<file path="src/rtl/ord_inq_pkg.sv">
package ord_inq_pkg;

  typedef enum logic [2:0] {
    MSG_FWD_RD  = 3'd0,
    MSG_FWD_RDX = 3'd1,
    MSG_FWD_EX  = 3'd2,
    MSG_INVAL   = 3'd3,
    MSG_REPLY   = 3'd4,
    MSG_COMMIT  = 3'd5
  } msg_kind_e;

  // kinds acknowledged at enqueue and never overtaken by a commit
  function automatic logic is_ordered_kind(msg_kind_e k);
    return (k == MSG_FWD_RD) || (k == MSG_FWD_RDX) ||
           (k == MSG_FWD_EX) || (k == MSG_INVAL);
  endfunction

endpackage

</file>
<file path="src/rtl/ord_inq_store.sv">
// Age-ordered entry store; slot 0 is oldest, removal compacts younger slots down.
module ord_inq_store
  import ord_inq_pkg::*;
#(
  parameter int DEPTH  = 8,
  parameter int PAY_W  = 8,
  parameter int IDX_W  = $clog2(DEPTH),
  parameter int FILL_W = $clog2(DEPTH + 1)
) (
  input  logic               clk_i,
  input  logic               rst_ni,
  input  logic               push_i,
  input  msg_kind_e          push_kind_i,
  input  logic [PAY_W-1:0]   push_pay_i,
  input  logic               pop_i,
  input  logic [IDX_W-1:0]   pop_idx_i,
  output msg_kind_e          kind_o [DEPTH],
  output logic [PAY_W-1:0]   pay_o  [DEPTH],
  output logic [FILL_W-1:0]  fill_o
);

  msg_kind_e          kind_q [DEPTH];
  logic [PAY_W-1:0]   pay_q  [DEPTH];
  msg_kind_e          kind_d [DEPTH];
  logic [PAY_W-1:0]   pay_d  [DEPTH];
  logic [FILL_W-1:0]  fill_q;
  logic [FILL_W-1:0]  fill_after_pop;

  assign fill_after_pop = fill_q - FILL_W'(pop_i);

  always_comb begin
    for (int i = 0; i < DEPTH; i++) begin
      kind_d[i] = kind_q[i];
      pay_d[i]  = pay_q[i];
    end
    if (pop_i) begin
      for (int i = 0; i < DEPTH - 1; i++) begin
        if (i >= int'(pop_idx_i)) begin
          kind_d[i] = kind_q[i+1];
          pay_d[i]  = pay_q[i+1];
        end
      end
    end
    if (push_i) begin
      for (int i = 0; i < DEPTH; i++) begin
        if (fill_after_pop == FILL_W'(i)) begin
          kind_d[i] = push_kind_i;
          pay_d[i]  = push_pay_i;
        end
      end
    end
  end

  always_ff @(posedge clk_i or negedge rst_ni) begin
    if (!rst_ni) begin
      fill_q <= '0;
      for (int i = 0; i < DEPTH; i++) begin
        kind_q[i] <= MSG_FWD_RD;
        pay_q[i]  <= '0;
      end
    end else begin
      fill_q <= fill_after_pop + FILL_W'(push_i);
      for (int i = 0; i < DEPTH; i++) begin
        kind_q[i] <= kind_d[i];
        pay_q[i]  <= pay_d[i];
      end
    end
  end

  assign kind_o = kind_q;
  assign pay_o  = pay_q;
  assign fill_o = fill_q;

endmodule

</file>
<file path="src/rtl/ord_inq_pick.sv">
// Dequeue selection: oldest reply not behind another reply or a commit, else head.
module ord_inq_pick
  import ord_inq_pkg::*;
#(
  parameter int DEPTH  = 8,
  parameter int IDX_W  = $clog2(DEPTH),
  parameter int FILL_W = $clog2(DEPTH + 1)
) (
  input  msg_kind_e          kind_i [DEPTH],
  input  logic [FILL_W-1:0]  fill_i,
  output logic               valid_o,
  output logic [IDX_W-1:0]   idx_o
);

  logic [DEPTH-1:0] live;
  logic [DEPTH-1:0] cand;
  logic [DEPTH:0]   barrier_seen;

  assign barrier_seen[0] = 1'b0;

  for (genvar i = 0; i < DEPTH; i++) begin : g_slot
    assign live[i] = FILL_W'(i) < fill_i;
    assign cand[i] = live[i] && (kind_i[i] == MSG_REPLY) && !barrier_seen[i];
    assign barrier_seen[i+1] = barrier_seen[i] |
        (live[i] && ((kind_i[i] == MSG_REPLY) || (kind_i[i] == MSG_COMMIT)));
  end

  always_comb begin
    idx_o = '0;
    for (int i = DEPTH - 1; i >= 0; i--) begin
      if (cand[i]) idx_o = IDX_W'(i);
    end
  end

  assign valid_o = fill_i != '0;

endmodule

</file>
<file path="src/rtl/ord_inq_commit_trk.sv">
// Outstanding-commit counter and barrier completion.
module ord_inq_commit_trk #(
  parameter int CNT_W = 4
) (
  input  logic clk_i,
  input  logic rst_ni,
  input  logic store_i,
  input  logic commit_pop_i,
  input  logic bar_req_i,
  output logic done_o,
  output logic ovf_o
);

  localparam logic [CNT_W-1:0] CNT_MAX = {CNT_W{1'b1}};

  logic [CNT_W-1:0] outst_q, outst_d;
  logic             ovf_q, ovf_set;
  logic             pend_q;
  logic [CNT_W-1:0] wait_q;
  logic             done_q;

  always_comb begin
    outst_d = outst_q;
    ovf_set = 1'b0;
    unique case ({store_i, commit_pop_i})
      2'b10: begin
        if (outst_q == CNT_MAX) ovf_set = 1'b1;
        else                    outst_d = outst_q + 1'b1;
      end
      2'b01: if (outst_q != '0) outst_d = outst_q - 1'b1;
      default: ;
    endcase
  end

  always_ff @(posedge clk_i or negedge rst_ni) begin
    if (!rst_ni) begin
      outst_q <= '0;
      ovf_q   <= 1'b0;
      pend_q  <= 1'b0;
      wait_q  <= '0;
      done_q  <= 1'b0;
    end else begin
      outst_q <= outst_d;
      ovf_q   <= ovf_q | ovf_set;
      done_q  <= 1'b0;
      if (!pend_q && bar_req_i) begin
        // same-cycle store counts before the barrier, same-cycle commit is consumed
        if (outst_d == '0) begin
          done_q <= 1'b1;
        end else begin
          pend_q <= 1'b1;
          wait_q <= outst_d;
        end
      end else if (pend_q && commit_pop_i) begin
        wait_q <= wait_q - 1'b1;
        if (wait_q == CNT_W'(1)) begin
          pend_q <= 1'b0;
          done_q <= 1'b1;
        end
      end
    end
  end

  assign done_o = done_q;
  assign ovf_o  = ovf_q;

endmodule

</file>
<file path="src/rtl/ord_inq.sv">
module ord_inq
  import ord_inq_pkg::*;
#(
  parameter int DEPTH = 8,
  parameter int PAY_W = 8,
  parameter int CNT_W = 4
) (
  input  logic             clk_i,
  input  logic             rst_ni,
  input  logic             in_valid_i,
  input  logic [2:0]       in_kind_i,
  input  logic [PAY_W-1:0] in_pay_i,
  output logic             in_ready_o,
  output logic             ack_o,
  output logic             out_valid_o,
  output logic [2:0]       out_kind_o,
  output logic [PAY_W-1:0] out_pay_o,
  input  logic             out_ready_i,
  input  logic             store_issue_i,
  input  logic             barrier_req_i,
  output logic             barrier_done_o,
  output logic             overflow_o
);

  localparam int IDX_W  = $clog2(DEPTH);
  localparam int FILL_W = $clog2(DEPTH + 1);

  msg_kind_e          slot_kind [DEPTH];
  logic [PAY_W-1:0]   slot_pay  [DEPTH];
  logic [FILL_W-1:0]  fill;
  logic [IDX_W-1:0]   sel_idx;
  logic               sel_valid;
  msg_kind_e          in_kind;
  msg_kind_e          sel_kind;
  logic               push, pop, commit_pop;

  assign in_kind    = msg_kind_e'(in_kind_i);
  assign in_ready_o = fill != FILL_W'(DEPTH);
  assign push       = in_valid_i && in_ready_o;
  assign ack_o      = push && is_ordered_kind(in_kind);

  assign sel_kind    = slot_kind[sel_idx];
  assign out_valid_o = sel_valid;
  assign out_kind_o  = sel_kind;
  assign out_pay_o   = slot_pay[sel_idx];
  assign pop         = sel_valid && out_ready_i;
  assign commit_pop  = pop && (sel_kind == MSG_COMMIT);

  ord_inq_store #(.DEPTH(DEPTH), .PAY_W(PAY_W)) u_store (
    .clk_i       (clk_i),
    .rst_ni      (rst_ni),
    .push_i      (push),
    .push_kind_i (in_kind),
    .push_pay_i  (in_pay_i),
    .pop_i       (pop),
    .pop_idx_i   (sel_idx),
    .kind_o      (slot_kind),
    .pay_o       (slot_pay),
    .fill_o      (fill)
  );

  ord_inq_pick #(.DEPTH(DEPTH)) u_pick (
    .kind_i  (slot_kind),
    .fill_i  (fill),
    .valid_o (sel_valid),
    .idx_o   (sel_idx)
  );

  ord_inq_commit_trk #(.CNT_W(CNT_W)) u_trk (
    .clk_i        (clk_i),
    .rst_ni       (rst_ni),
    .store_i      (store_issue_i),
    .commit_pop_i (commit_pop),
    .bar_req_i    (barrier_req_i),
    .done_o       (barrier_done_o),
    .ovf_o        (overflow_o)
  );

endmodule

</file>
<file path="config.mk">
export PLATFORM = sky130hd
export DESIGN_NAME = ord_inq
export DESIGN_NICKNAME = d
export VERILOG_FILES = /design/src/rtl/ord_inq_pkg.sv /design/src/rtl/ord_inq_store.sv /design/src/rtl/ord_inq_pick.sv /design/src/rtl/ord_inq_commit_trk.sv /design/src/rtl/ord_inq.sv
export SDC_FILE = /design/constraint.sdc
export NUM_CORES = 1
export LEC_CHECK = 0
export ABC_AREA = 1
export CAP_MARGIN = 20
export CORE_ASPECT_RATIO = 0.75
export CORE_UTILIZATION = 33
export CTS_BUF_LIST = sky130_fd_sc_hd__clkbuf_2
export DETAILED_ROUTE_END_ITERATION = 10
export DONT_BUFFER_PORTS = 1
export PLACE_DENSITY = 0.58
export SYNTH_ARGS = -nofsm -noshare
export SYNTH_HDL_FRONTEND = slang
export SYNTH_HIERARCHICAL = 1
export SYNTH_SLANG_ARGS = --single-unit
</file>
<file path="constraint.sdc">
create_clock -name clk_i -period 8.1 [get_ports clk_i]
set_input_delay 0.405 -clock clk_i [delete_from_list [all_inputs] [get_ports clk_i]]
set_output_delay 0.405 -clock clk_i [all_outputs]
set_load 0.01 [all_outputs]
</file>
==> summary.md, run 1 <==
The flow ran to the end, and the final reports show no timing, DRC or antenna violations. Type of element launching the critical path: a register. The total global routing track utilization is 20.5%, and the effective utilization at floorplan is 34.2%. For flop-to-flop paths, the worst setup slack is 3880 ps. The overall power after layout was 3.15 mW; the share of the clock period used by the worst path after layout was 52.2%. The H-tree generated during clock tree synthesis spans 3 levels. For this run, the register share of the synthesized area comes to 36.7%. The number of antenna diodes in the final layout is 0. The tools report the count of pins over their slew limit as 0. The tool flagged a number of max-cap violations equal to 0.

The most critical setup path has its startpoint at u_store/fill_o[1]. The first routing iteration left 610 violations. Setup violations remaining at the end of the flow were counted as 0. The cell depth of the worst flop-to-flop path works out to 28.

The netlist uses 34 different library cells. IR analysis of the VDD net gives a maximum drop of 0.168 mV. The path class of the lowest-slack min-delay path is in -> reg.

The floorplan has 45 rows. For this design the static power due to leakage is 3.82 nW. Startpoint of the tightest hold check path: in_valid_i. The maximum fanout along the worst path is 48. For hold timing, the worst endpoint is u_store/fill_o[0]. The run gives 6 as the number of warnings issued by yosys.

STA puts the critical path data required time at 8640 ps. The logs give 1050 for the net total in the final layout and 35.5% for the utilization of the core after routing. The mapped cell area was 0.00703 mm2; the largest incremental delay on the critical path was 540 ps. The cell family contributing the most delay on the critical path is simple AND/OR/NAND/NOR gates.

The worst register-to-register path ends at u_trk/wait_q[2]. At the later pin of the worst-skew pair, clock insertion delay measures 630 ps. Buffers inserted during clock tree synthesis total 9.

TritonCTS built the clock tree. The kind of critical path is reg -> reg. The run gives 35.2 mm as the global-route wire length before repair. Counting both buffers and inverters, the worst setup path holds a total of 4. For the pin with the worst max-slew slack, the measured transition is 1050 ps. The critical path crosses 28 cells after its start point.

Of all cell types, the one taking the most synthesized area is sky130_fd_sc_hd__dfrtp_1. The floorplan step defined a die boundary enclosing 0.0219 mm2. Cells with a size suffix above 1 make up 5.74% of the layout.

The initial antenna violation count was 1. In the final routed layout, each cell accounts on average for 16.7 um. The nature of the critical path endpoint is a register.

The pre-antenna-repair detailed-routing pass consisted of 5 iterations. Static timing analysis puts the maximum clock frequency at 237 MHz. The via count normalized by instance count works out to 5.34. The number of setup buffers added after CTS is 0.

The post-detailed-route count of antenna-violating nets came out at 0. The main flop type after synthesis was sky130_fd_sc_hd__dfrtp_1. The tools report the total routed wirelength as 21.9 mm.

The total number of vias was 6995. In this run the clock root is driven by a sky130_fd_sc_hd__clkbuf_2. The number of global-route vias before repair is 6381. The number of enable-type register cells in the synthesized netlist works out to 0.

The worst-case hold slack came out at 35.6 ps. Summed over all layers, the global routing overflow is 0. The most frequent cell on the critical path was sky130_fd_sc_hd__nand2_1.

The relative slew slack is 29.7%, and the floorplan core area is 0.0206 mm2. Relative to the synthesized area, the layout overhead comes to 3.90%. For the clock tree skew after final layout, the log shows 34.5 ps. In this run the tool buffered the top-level ports with 0 buffer cells.

The tools report the HPWL after detailed placement as 14.2 mm. Yosys attributes the largest share of cell area to sky130_fd_sc_hd__dfrtp_1, sky130_fd_sc_hd__nand2_1, sky130_fd_sc_hd__nand4_1, sky130_fd_sc_hd__nand3_1, sky130_fd_sc_hd__o21ai_0. The largest net degree at the start of global routing was 104; the power density over the cells was 431 mW/mm2. The final routed DRC violation total is 0, and the I/O pin total is 33.

In the synthesized netlist, the number of instances is 1068. The final critical-path required period is 4220 ps, and the clock transition at the registers of the reported paths is 330 ps. The congestion estimate from routability-driven global placement came to 0.862.

The worst hold path was traced through 3 stages. The number of nets in the synthesized netlist is 1095. The critical path arrival is 4760 ps. The floorplan step set the die height to 128 um. Counting every sink on the clock net gives 103. In this run the deepest clock path goes through 2 buffers. The run gives 0 as the number of failing hold endpoints at the final stage. Proportion of netlist area held by the largest area contributor: 36.7%. The cell with the biggest individual delay on the critical path was sky130_fd_sc_hd__dfrtp_1.

Mean area per synthesized cell: 6.58 um2. After synthesis the netlist holds a flip-flop and latch count of 103. Of all flip-flops after synthesis, the portion carrying an async set or reset was 100%. Start of the worst register-to-register path: u_store/fill_o[1].

Adding up every negative setup slack in the final design gives 0 ps. Chip width: 171 um. Setup repair after global routing left no endpoint under its margin.
[per-layer routing]
layer / part of all wire, % / up-vias / track usage [%] / wire length, um
li1: - / 3377 / - / -
met1: 49 / 3337 / 31.8 / 10800
met2: 42 / 265 / 28.9 / 9100
met3: 8.3 / 14 / 4.34 / 1820
met4: 0.75 / 2 / 3.39 / 164
met5: 0.078 / - / 0 / 17
[worst min-delay path, stage by stage]
cell                      delay, ps
sky130_fd_sc_hd__nand2_1         50
sky130_fd_sc_hd__inv_1           90
sky130_fd_sc_hd__ha_1           130
[per-stage QoR]
stage                     area (um2)  std cells  worst slack, ps
final                           7300       1310             3880
after global routing            7300       1310             3530
after CTS                       7290       1309             3430
after detailed placement        7010       1279             3490
after global placement          7010       1279             3670
after floorplan                 7030       1068             4970
[repair_timing]
| action | CTS | global route |
|---|---|---|
| hold buffers | 14 | 0 |
| hold endpoints to repair | 192 | 0 |
| gates resized for setup | 0 | 0 |
[registers in the layout, summed over array words and instances, names as in the netlist]
register / count
u_store/kind_o: 24
u_trk/outst_q: 4
u_store/fill_o: 4
u_trk/ovf_o: 1
u_trk/done_o: 1
u_store/pay_o: 64
u_trk/pend_q: 1
u_trk/wait_q: 4
[cells by family (layout without fill, tap and decap cells)]
group / count (synthesis) / in the layout / synth area share, %
flops: 103 / 103 / 36.7
buf+inv: 159 / 119 / 10.6
xor+xnor: 4 / 4 / 0.498
compound gates: 80 / 80 / 6.02
fa+ha+maj: 10 / 10 / 1.78
simple gates: 712 / 712 / 44.5
[cells in the final DEF (no fill, tap or decap), types with 2 or more instances in the layout]
master                          Yosys  layout
sky130_fd_sc_hd__nand2_1          454     454
sky130_fd_sc_hd__nor2_4             3       3
sky130_fd_sc_hd__o21ai_0           56      56
sky130_fd_sc_hd__buf_4             12       8
sky130_fd_sc_hd__nor3_1             3       3
sky130_fd_sc_hd__nor2_2             5       8
sky130_fd_sc_hd__ha_1              10      10
sky130_fd_sc_hd__clkbuf_2           1       9
sky130_fd_sc_hd__nand3_1           72      72
sky130_fd_sc_hd__o22ai_1           16      16
sky130_fd_sc_hd__dfrtp_1          103     103
sky130_fd_sc_hd__o21ai_1            6       6
sky130_fd_sc_hd__nor2_1            54      51
sky130_fd_sc_hd__nand3b_1           2       2
sky130_fd_sc_hd__nand2_4            3       3
sky130_fd_sc_hd__nand2_2            9       9
sky130_fd_sc_hd__nand4_1          101     101
sky130_fd_sc_hd__xor2_1             3       3
sky130_fd_sc_hd__inv_2              8       8
sky130_fd_sc_hd__dlygate4sd3_1      0      13
sky130_fd_sc_hd__inv_1             71      71
sky130_fd_sc_hd__inv_6              1       5
[cell usage after synthesis (all sizes together), types with 2 or more instances]
cell type and count:
buf 58, clkbuf 21, dfrtp 103, ha 10, inv 80, nand2 466
nand3 73, nand3b 2, nand4 101, nor2 62, nor3 3, o21ai 62
o22ai 16, xor2 3
[power by group]
part,internal (mW),switching (mW)
Combinational,0.537,1.46
Clock,0.0753,0.199
Sequential,0.690,0.182
Total,1.30,1.84
[layout make-up]
| cell class | instances | area [um2] |
|---|---|---|
| Fill cell | 2218 | 13200 |
| Multi-Input combinational cell | 806 | 3720 |
| Sequential cell | 103 | 2580 |
| Tap cell | 282 | 353 |
| Inverter | 80 | 305 |
| Timing Repair Buffer | 23 | 229 |
| Clock inverter | 7 | 76.3 |
| Clock buffer | 9 | 45.0 |
[worst max-delay path by stage]
stage                                  to  slack (ps)
after CTS                 u_trk/wait_q[2]        3430
after detailed placement  u_trk/wait_q[2]        3490
after global routing      u_trk/wait_q[2]        3530
after floorplan           u_trk/wait_q[2]        4970
after global placement    u_trk/wait_q[0]        3670
final                     u_trk/wait_q[2]        3880
No activity file was read; power rests on OpenSTA's default activity.
==> run 2, diff against run 1 <==
PLACE_DENSITY = 0.59   (was 0.58)
clock period = 3.4 ns   (was 8.1 ns; I/O delays follow)
==> run 2 against run 1 <==
Hold slack better by 47 ps. Clock-buffer cell count grew 2. First-iteration DRC count grew 0.98%. Via count is 2.7% higher. Critical path type unchanged. Critical endpoint unchanged. Largest power group unchanged.
==> summary.md, run 2 (synthesis results as in run 1) <==
After clock tree synthesis, the clock-pin slew on the worst setup and hold paths is 290 ps. The level count of the clock H-tree was 3; the number of failing hold endpoints at the final stage was 0. The analysis attributes to cell leakage a power of 4.16 nW.

The end of the worst hold path is u_store/fill_o[0]. The net total in the final layout was 1109; the transition at the pin with the smallest max-transition slack was 699 ps. The first global-routing pass estimated 36.0 mm of wire.

The run gives 650 ps as the later-pin clock latency in the skew report. The flip-flop count of the largest register after layout came out at 64. The run gives 0.00729 mm2 as the cell area after placement. After layout, the worst path uses 99.2% of the clock period. The chip width works out to 171 um.

For the last weighted congestion value of the routability-driven placer, the log shows 0.842. The number of non-filler instances in the completed layout came out at 1371. Fill cells in the final layout number 2195.

The switching share of power is 55.4%. VDD sags by at most 0.435 mV. Summing all non-filler instances in the final layout gives an area of 0.00798 mm2. Across the run, the number of max-cap violations was 0.

The run gives 7 as the number of iterations in the first detailed-routing pass. The clock passes through at most 2 buffers. In the final layout, the share of cells above drive strength 1 is 14.0%. The maximum fanout along the worst path works out to 6. The switching power was 4.64 mW.

Counting the buffers created by CTS gives 9. Timing would allow up to 297 MHz. The endpoint identified for the worst register-to-register timing path is u_trk/wait_q[2]. Row generation in the floorplan step produced 45 rows.

Compared with the post-synthesis result, the final layout area differs by 13.6%. On the final layout, the worst hold slack is 82.1 ps. The routed design could run at a clock period as short as 3370 ps. The relative slew slack is 53.3%.

The library cell used most frequently in the layout, excluding fill and tap cells, is sky130_fd_sc_hd__nand2_1. In this run the remaining antenna-violating nets after routing total 0. The initial antenna violation count was 2.

The clock tree root driver cell is sky130_fd_sc_hd__clkbuf_2. The worst hold path passes through 5 cells. For the final routed database, the setup TNS stands at 0 ps.

Sequential cell area: 0.00258 mm2. The critical path starts at u_store/fill_o[2]. After global routing the overflow that remains totals 0.

The flow ran to the end, and the final reports show no timing, DRC or antenna violations. The least setup slack across all paths after layout came out at 28.5 ps. Sequential cell fraction of total power: 24.6%. The clock network burns 6.7% of the power. The cell depth of the worst flop-to-flop path is 27. Dividing the detail-routed via count by the number of cells gives 5.24.

The largest single stage delay on the critical path is 520 ps. The tools report the start of the worst register-to-register path as u_store/fill_o[2]. For this design the ratio of total power to cell area is 1050 mW/mm2. The final routed DRC violation total was 0.

The total global routing track utilization came out at 21.1%. For this configuration, the core starts out at a cell density of 34.2%. The tools report the internal power component as 3.73 mW. The kind of critical path is reg -> reg.

The post-place setup slack was -103 ps; the clock tree skew after final layout was 35.3 ps. The setup slack on the worst flop-to-flop path was 30 ps. Dividing the detail-routed wire length by the instance count gives 16.4 um. The worst setup path is launched from a register. STA classifies the critical path endpoint as a register. The slowest stage of the critical path is the sky130_fd_sc_hd__dfrtp_2 cell. The run gives 6603 as the number of global-route vias before repair.

The final layout contains routed wiring with a total length of 22.4 mm. Detailed placement ended at an HPWL of 14.8 mm. The run gives 1313 as the post-placement cell count. The tools report the floorplan core area as 0.0206 mm2.

Setup repair after global routing could not meet its margin everywhere. The die height was 128 um. The startpoint identified for the worst hold timing path is out_ready_i. Count of pins over their slew limit: 0.

The total clock sinks was 103; the number of port buffers was 0. The critical path arrival is 3920 ps. Entering global routing, the biggest net connects 104 pins.

TritonCTS built the clock tree. The path class of the tightest hold or removal check is in -> reg. For the required time at the endpoint of the critical path, the log shows 3950 ps. In the final layout, the multi-input gates occupy 0.00389 mm2.

The floorplan step defined a die boundary enclosing 0.0219 mm2. The share of total power dissipated in combinational logic is 68.7%. The total number of vias was 7187. The library cells used most frequently in the layout, excluding fill and tap cells, are sky130_fd_sc_hd__nand2_1, sky130_fd_sc_hd__nand4_1, sky130_fd_sc_hd__dfrtp_1.

The most frequent cell on the critical path was sky130_fd_sc_hd__nand2_2. Setup violations remaining at the end of the flow were counted as 0. After the first detailed-routing iteration, the DRC count stood at 616.

For the I/O pin total, the log shows 33.
run 2: cell count changes in the layout (fill, tap and decap cells not counted), moves of 4 or more:
cell / previous run / this run
sky130_fd_sc_hd__nand2_1: 454 / 438
sky130_fd_sc_hd__nand3_1: 72 / 63
sky130_fd_sc_hd__nand3_2: 1 / 9
sky130_fd_sc_hd__nor2_4: 3 / 7
sky130_fd_sc_hd__inv_6: 5 / 1
sky130_fd_sc_hd__buf_4: 8 / 57
sky130_fd_sc_hd__nand2_2: 9 / 22
run 2: area by class of cell:
cell class | count | area share (%)
diodes | 2 | 0.0627
inverters | 80 | 3.82
clock buffers | 11 | 0.690
clock inverters | 5 | 0.439
multi-input cells | 806 | 48.7
well taps | 282 | 4.42
repair buffers | 82 | 9.54
flip-flops and latches | 103 | 32.3
run 2: power by group through the flow:
stage	clock [mW]	sequential, mW	combinational (mW)
after floorplan	0	1.94	3.77
after global placement	0	2.08	4.90
after detailed placement	0	2.08	4.94
after CTS	0.577	2.05	5.19
after global routing	0.635	2.12	6.36
final	0.557	2.06	5.75
run 2: worst max-delay path by stage:
stage | end | slack (ps) | cells after the start
floorplan | u_trk/wait_q[2] | 270 | 23
global placement | u_trk/wait_q[2] | -80 | 27
detailed placement | u_trk/wait_q[3] | -100 | 27
CTS | u_trk/wait_q[3] | 2 | 28
global route | u_trk/wait_q[2] | -250 | 27
finish | u_trk/wait_q[2] | 30 | 27
run 2: stage by stage:
step | total power, mW | util, %
global placement | 6.98 | 35.5
CTS | 7.82 | 37.2
finish | 8.37 | 38.8
detailed placement | 7.02 | 35.5
global route | 9.12 | 38.8
floorplan | 5.71 | -
run 2: what timing repair did:
item,CTS,global route
hold buffers,16,1
buffers inserted,6,15
gates resized for setup,3,50
cloned,1,1
setup endpoints to repair,14,25
endpoints found under the hold margin,203,1
pin swaps,1,26
run 2: critical path: cells and delay by family (launching register included):
kind | cells | cell delay (ps)
adder cells (fa/ha/maj) | 1 | 160
AND/OR/NAND/NOR | 23 | 2250
buffers and inverters | 3 | 360
flip-flops | 1 | 520
run 2: layer usage:
metal  share of wire [%]  up-vias  track usage, %
li1                    -     3500               -
met1                  48     3383            31.7
met2                  42      282            30.4
met3                 8.8       22            5.14
met4                0.93        0            3.87
met5                   0        -               0
